## src/rtl/txs_pkg.sv

```systemverilog
package txs_pkg;

    localparam int unsigned FIELD_W = 4;

    typedef enum logic [FIELD_W-1:0] {
        ST_EMPTY   = 4'd0,
        ST_READY   = 4'd1,
        ST_SENT    = 4'd2,
        ST_FAILED  = 4'd3,
        ST_ABORTED = 4'd4
    } buf_state_e;

    // Ordered application of abort, set-ready, set-empty to one buffer.
    function automatic logic [FIELD_W-1:0] apply_cmd(
        input logic [FIELD_W-1:0] cur,
        input logic               do_abort,
        input logic               do_ready,
        input logic               do_empty
    );
        logic [FIELD_W-1:0] s;
        s = cur;
        if (do_abort && s == ST_READY) begin
            s = ST_ABORTED;
        end
        if (do_ready && (s == ST_EMPTY || s == ST_SENT ||
                         s == ST_FAILED || s == ST_ABORTED)) begin
            s = ST_READY;
        end
        if (do_empty && (s == ST_SENT || s == ST_FAILED || s == ST_ABORTED)) begin
            s = ST_EMPTY;
        end
        return s;
    endfunction

endpackage

```

## src/rtl/txs_cmd_unit.sv

```systemverilog
module txs_cmd_unit
    import txs_pkg::*;
#(
    parameter int unsigned BUF_N = 4
) (
    input  logic [FIELD_W*BUF_N-1:0] cur_word,
    input  logic [BUF_N-1:0]         apply_mask,
    input  logic                     do_abort,
    input  logic                     do_ready,
    input  logic                     do_empty,
    output logic [FIELD_W*BUF_N-1:0] nxt_word
);

    for (genvar g = 0; g < BUF_N; g++) begin : g_buf
        always_comb begin
            if (apply_mask[g]) begin
                nxt_word[g*FIELD_W +: FIELD_W] =
                    apply_cmd(cur_word[g*FIELD_W +: FIELD_W], do_abort, do_ready, do_empty);
            end else begin
                nxt_word[g*FIELD_W +: FIELD_W] = cur_word[g*FIELD_W +: FIELD_W];
            end
        end
    end

endmodule

```

## src/rtl/txs_picker.sv

```systemverilog
module txs_picker
    import txs_pkg::*;
#(
    parameter int unsigned BUF_N  = 4,
    parameter int unsigned PRIO_W = 3,
    localparam int unsigned IDX_W = (BUF_N > 1) ? $clog2(BUF_N) : 1
) (
    input  logic [FIELD_W*BUF_N-1:0] state_word,
    input  logic [FIELD_W*BUF_N-1:0] prio_word,
    output logic                     found,
    output logic [IDX_W-1:0]         pick_idx
);

    logic [PRIO_W-1:0] best;

    // Strictly-greater scan from a floor of zero: ties keep the lower index.
    always_comb begin
        best     = '0;
        found    = 1'b0;
        pick_idx = '0;
        for (int i = 0; i < BUF_N; i++) begin
            if (state_word[i*FIELD_W +: FIELD_W] == ST_READY &&
                prio_word[i*FIELD_W +: PRIO_W] > best) begin
                best     = prio_word[i*FIELD_W +: PRIO_W];
                found    = 1'b1;
                pick_idx = IDX_W'(i);
            end
        end
    end

endmodule

```

## src/rtl/txbuf_sched.sv

```systemverilog
module txbuf_sched
    import txs_pkg::*;
#(
    parameter int unsigned BUF_N  = 4,
    parameter int unsigned PRIO_W = 3,
    parameter int unsigned CNT_W  = 32,
    localparam int unsigned IDX_W = (BUF_N > 1) ? $clog2(BUF_N) : 1,
    localparam int unsigned WORD_W = FIELD_W * BUF_N
) (
    input  logic              clk,
    input  logic              rst_n,
    input  logic              ctrl_en,
    input  logic              cmd_valid,
    input  logic [BUF_N-1:0]  cmd_sel,
    input  logic              cmd_abort,
    input  logic              cmd_set_ready,
    input  logic              cmd_set_empty,
    input  logic [WORD_W-1:0] prio_word,
    input  logic              cnt_clr,
    output logic              tx_valid,
    output logic [IDX_W-1:0]  tx_idx,
    input  logic              tx_ready,
    input  logic              tx_error,
    output logic [WORD_W-1:0] state_word,
    output logic              not_full,
    output logic [CNT_W-1:0]  frame_cnt,
    output logic              ev_txdone,
    output logic              ev_bufchg
);

    typedef struct packed {
        logic [WORD_W-1:0] st;
        logic              busy;
        logic [IDX_W-1:0]  idx;
        logic [CNT_W-1:0]  cnt;
        logic              ev_done;
        logic              ev_chg;
    } sched_t;

    sched_t r_q, r_d;

    logic              pick_found;
    logic [IDX_W-1:0]  pick_idx;
    logic              launch;
    logic              complete;
    logic [BUF_N-1:0]  lock_mask;
    logic [BUF_N-1:0]  apply_mask;
    logic [WORD_W-1:0] cmd_word;

    txs_picker #(
        .BUF_N  (BUF_N),
        .PRIO_W (PRIO_W)
    ) u_picker (
        .state_word (r_q.st),
        .prio_word  (prio_word),
        .found      (pick_found),
        .pick_idx   (pick_idx)
    );

    assign launch   = ctrl_en && !r_q.busy && pick_found;
    assign complete = r_q.busy && tx_ready;

    // Buffer in flight, or being launched this cycle, is shielded from commands.
    always_comb begin
        for (int i = 0; i < BUF_N; i++) begin
            lock_mask[i] = (r_q.busy && r_q.idx == IDX_W'(i)) ||
                           (launch && pick_idx == IDX_W'(i));
        end
        apply_mask = (cmd_valid && ctrl_en) ? (cmd_sel & ~lock_mask) : '0;
    end

    txs_cmd_unit #(
        .BUF_N (BUF_N)
    ) u_cmd (
        .cur_word   (r_q.st),
        .apply_mask (apply_mask),
        .do_abort   (cmd_abort),
        .do_ready   (cmd_set_ready),
        .do_empty   (cmd_set_empty),
        .nxt_word   (cmd_word)
    );

    always_comb begin
        r_d         = r_q;
        r_d.st      = cmd_word;
        r_d.ev_done = 1'b0;

        if (complete) begin
            r_d.st[r_q.idx*FIELD_W +: FIELD_W] = tx_error ? ST_FAILED : ST_SENT;
            r_d.busy    = 1'b0;
            r_d.ev_done = 1'b1;
            if (!tx_error) begin
                r_d.cnt = r_q.cnt + 1'b1;
            end
        end else if (launch) begin
            r_d.busy = 1'b1;
            r_d.idx  = pick_idx;
        end

        if (cnt_clr) begin
            r_d.cnt = '0;
        end

        r_d.ev_chg = (r_d.st != r_q.st);
    end

    always_ff @(posedge clk) begin
        if (!rst_n) begin
            r_q.st      <= '0;
            r_q.busy    <= 1'b0;
            r_q.idx     <= '0;
            r_q.cnt     <= '0;
            r_q.ev_done <= 1'b0;
            r_q.ev_chg  <= 1'b0;
        end else begin
            r_q <= r_d;
        end
    end

    always_comb begin
        not_full = 1'b0;
        for (int i = 0; i < BUF_N; i++) begin
            if (r_q.st[i*FIELD_W +: FIELD_W] == ST_EMPTY) begin
                not_full = 1'b1;
            end
        end
    end

    assign tx_valid   = r_q.busy;
    assign tx_idx     = r_q.idx;
    assign state_word = r_q.st;
    assign frame_cnt  = r_q.cnt;
    assign ev_txdone  = r_q.ev_done;
    assign ev_bufchg  = r_q.ev_chg;

    AST_OFFER_HELD: assert property (@(posedge clk) disable iff (!rst_n)
        (tx_valid && !tx_ready) |=> (tx_valid && $stable(tx_idx)));

    AST_INFLIGHT_READY: assert property (@(posedge clk) disable iff (!rst_n)
        tx_valid |-> (state_word[tx_idx*FIELD_W +: FIELD_W] == ST_READY));

    AST_DISABLED_FROZEN: assert property (@(posedge clk) disable iff (!rst_n)
        (!ctrl_en && !(tx_valid && tx_ready)) |=> $stable(state_word));

    AST_NO_LAUNCH_DISABLED: assert property (@(posedge clk) disable iff (!rst_n)
        (!ctrl_en && !tx_valid) |=> !tx_valid);

    AST_DONE_PULSE: assert property (@(posedge clk) disable iff (!rst_n)
        (tx_valid && tx_ready) |=> (ev_txdone && ev_bufchg && !tx_valid));

    AST_CNT_STEP: assert property (@(posedge clk) disable iff (!rst_n)
        (tx_valid && tx_ready && !tx_error && !cnt_clr) |=>
            (frame_cnt == $past(frame_cnt) + 1'b1));

    AST_CNT_CLEAR: assert property (@(posedge clk) disable iff (!rst_n)
        cnt_clr |=> (frame_cnt == '0));

endmodule

```

## config.mk

```make
export PLATFORM = sky130hd
export DESIGN_NAME = txbuf_sched
export DESIGN_NICKNAME = d
export VERILOG_FILES = /design/src/rtl/txs_pkg.sv /design/src/rtl/txs_cmd_unit.sv /design/src/rtl/txs_picker.sv /design/src/rtl/txbuf_sched.sv
export SDC_FILE = /design/constraint.sdc
export NUM_CORES = 1
export LEC_CHECK = 0
export ABC_AREA = 1
export BUFFER_PORTS_ARGS = -buffer_cell sky130_fd_sc_hd__buf_2
export CAP_MARGIN = 20
export CORE_MARGIN = 4
export CORE_UTILIZATION = 55
export DETAILED_ROUTE_END_ITERATION = 6
export GPL_ROUTABILITY_DRIVEN = 0
export PLACE_DENSITY = 0.9
export SLEW_MARGIN = 20
export SYNTH_ARGS = -nofsm -noshare
export SYNTH_HDL_FRONTEND = slang
export SYNTH_SLANG_ARGS = --single-unit
export TNS_END_PERCENT = 20
```

## constraint.sdc

```tcl
create_clock -name clk -period 7.8 [get_ports clk]
set_clock_uncertainty 0.1 [all_clocks]
set_input_delay 2.34 -clock clk [delete_from_list [all_inputs] [get_ports clk]]
set_output_delay 2.34 -clock clk [all_outputs]
set_load 0.005 [all_outputs]
```

==> flow_summary.ini <==
[floorplanning]
start_util_pct = 57.3
die_w_um = 90.0
fp.dieH_um = 90.0
die-area_um2 = 8110
ioPinCount = 84
core_um2 = 6460
row_count = 29

[worst_hold_path]
hold_depth = 2
hp-class = register to register

[timing]
slew_headroom_pct = 62.3
finalWorstSetupSlack_ns = 1.25
rsz0062_at_grt = no
hold_ws_ns = 0.399
worst_slew_pin_slew_ns = 0.561
max_freq_ghz = 0.153
setup_violations = 0
hold_viol_final = 0
period_needed_ns = 6.55
finalCritPeriodShare_pct = 84.0
slew_violations = 0
setup_tns_ns = 0

[synth]
synth_area_um2 = 3700
synthFlopType = dfxtp_1
synth-seq-cells = 53
ys_warn_count = 0
async_flop_share_pct = 0
syn-num-nets = 620
synth_edf_count = 0
syn_inst = 573
seq_area_frac_synth_pct = 28.7
synthDistinctLibCells = 45
syn_area_per_cell_um2 = 6.46

[global_route]
grt_usage_pct = 23.1
grt_max_degree = 20
antenna_found_initial = 0
overflow = 0
grt_pass1_wl_mm = 16.0
grt_pass1_vias = 3711

[setup_path]
cpPeakStageDelay_ns = 0.31
crit_path_max_fanout = 7
critPathCaptureType = register
crit_required_ns = 7.89
reg2reg_depth = 36
critical_path_class = primary input to register
critPathLaunchType = primary input
arrival_ns = 6.64
crit_path_top_delay_cell = ha_1
cpMostUsedCell = nor2_1

[clocking]
insertion_delay_ns = 0.32
cts.clk_slew.worst_paths_ns = 0.11
postCtsHoldBufs = 0
cts_max_level = 2
post_cts_buffers = 0
root_buffer = clkbuf_8
cts_tree = built
cts_buffers = 5
post_cts_resized = 0
clockBufferDepth = 2
cts.sinks = 53

[placement]
dp_hpwl_mm = 7.52
numPortBuffers = 79
dpl_cell_area_um2 = 4150
dp.cells = 721
place_ws_ns = 0.964

[routing]
wl_mm = 9.50
postRouteAntennaNets = 0
avgViaCountPerCell = 5.50
wl_per_cell_um = 13.0
drc = 0
drt_iter0_markers = 383
first_pass_iters = 6
vias = 4006

[run]
cap_viol_max_count = 0

[layout]
fin_cells = 729
drive_gt1_share_pct = 18.9
antenna_cells = 0
finalCoreUtilization_pct = 65.8
postLayoutCellArea_um2 = 4250
syn_to_final_growth_pct = 14.8
fin_nets = 698

[pwr]
leakage_nw = 2.13
power_density_nw_per_um2 = 133
p_clk_share_pct = 29.4
intPower_uw = 383
pwr-share-comb_pct = 20.1
power_uw = 564
seqPwrFrac_pct = 50.6
switching_power_uw = 181
p_sw_share_pct = 32.1
peakVddDrop_mv = 0.117

[status]
outcome = complete, no violations
## kinds of logic (layout without fill, tap and decap cells)
kind of cell | count (synthesis) | count (layout) | synth area share [%]
simple gates | 296 | 296 | 38.3
buf+inv | 106 | 185 | 11.2
compound gates | 99 | 99 | 15.7
flops | 53 | 53 | 28.7
fa+ha+maj | 17 | 17 | 5.75
xor+xnor | 2 | 2 | 0.473
## flip-flops by register name (all words and copies together) (netlist names)
signal	count
ev_bufchg	1
tx_valid	1
frame_cnt	32
state_word	16
tx_idx	2
ev_txdone	1
## power groups by stage
stage / clock, mW / sequential, mW / combinational, mW
3_5_place_dp: 0 / 0.291 / 0.111
3_3_place_gp: 0 / 0.290 / 0.106
2_1_floorplan: 0 / 0.288 / 0.0812
6_report: 0.166 / 0.285 / 0.113
4_1_cts: 0.169 / 0.285 / 0.112
5_1_grt: 0.181 / 0.286 / 0.128
## worst max-delay path, delay by kind of cell
family | cells | cell delay, ns
compound gates | 5 | 0.86
fa+ha+maj | 3 | 0.91
buf+inv | 5 | 0.52
simple gates | 22 | 1.99
## Yosys cell counts, types with 2 or more instances
master	number	area [µm²]
nor4_4	2	42.5
nor3_2	3	30.0
nand4_1	14	87.6
buf_2	5	25.0
ha_1	17	213
nor2_4	4	45.0
nand2_4	3	33.8
nand2_2	4	25.0
clkbuf_1	3	11.3
a211oi_1	2	15.0
o21ai_0	27	135
inv_2	6	22.5
o21a_1	7	52.6
xor2_1	2	17.5
a31oi_1	2	12.5
nor3_1	11	55.1
nor4_1	2	12.5
nand2_1	126	473
inv_1	88	330
nand3_1	44	220
dfxtp_1	53	1060
a21oi_1	41	205
nor2_1	75	282
o21ai_1	3	15.0
o211ai_1	6	45.0
clkinv_1	2	7.51
o311ai_0	2	17.5
o22ai_1	2	12.5
## final timing paths
| kind | end | slack [ns] | start |
|---|---|---|---|
| worst max-delay path | ev_bufchg | 1.25 | prio_word[1] |
| worst min register to register | frame_cnt[21] | 0.40 | frame_cnt[21] |
| worst max register to register | ev_bufchg | 2.58 | state_word[0] |
| worst min-delay path | frame_cnt[21] | 0.40 | frame_cnt[21] |
## layout by cell type (no fill, tap or decap), drive strengths merged, types with 6 or more instances in the layout
cell type and instances:
nand2 133, inv 95, nor2 81, buf 80
dfxtp 53, nand3 46, a21oi 42, o21ai 30
ha 17, nand4 15, nor3 15, o21a 7
o211ai 6
## layer usage
metal  GRT usage (%)  routed length, µm  part of all wire, %  up-vias
met5               0                  0                    0        -
li1                -                  -                    -     2025
met1            28.0               3940                   41     1797
met4            7.40                197                  2.1        0
met2            40.8               4550                   48      162
met3            4.59                811                  8.5       22
## area by class of cell
cell class | count | area [µm²]
multi-input cells | 414 | 2230
fillers | 574 | 2210
flip-flops and latches | 53 | 1060
repair buffers | 80 | 403
inverters | 97 | 365
well taps | 77 | 96.3
clock buffers | 5 | 68.8
clock inverters | 3 | 26.3
No activity file was read; power rests on OpenSTA's default activity.
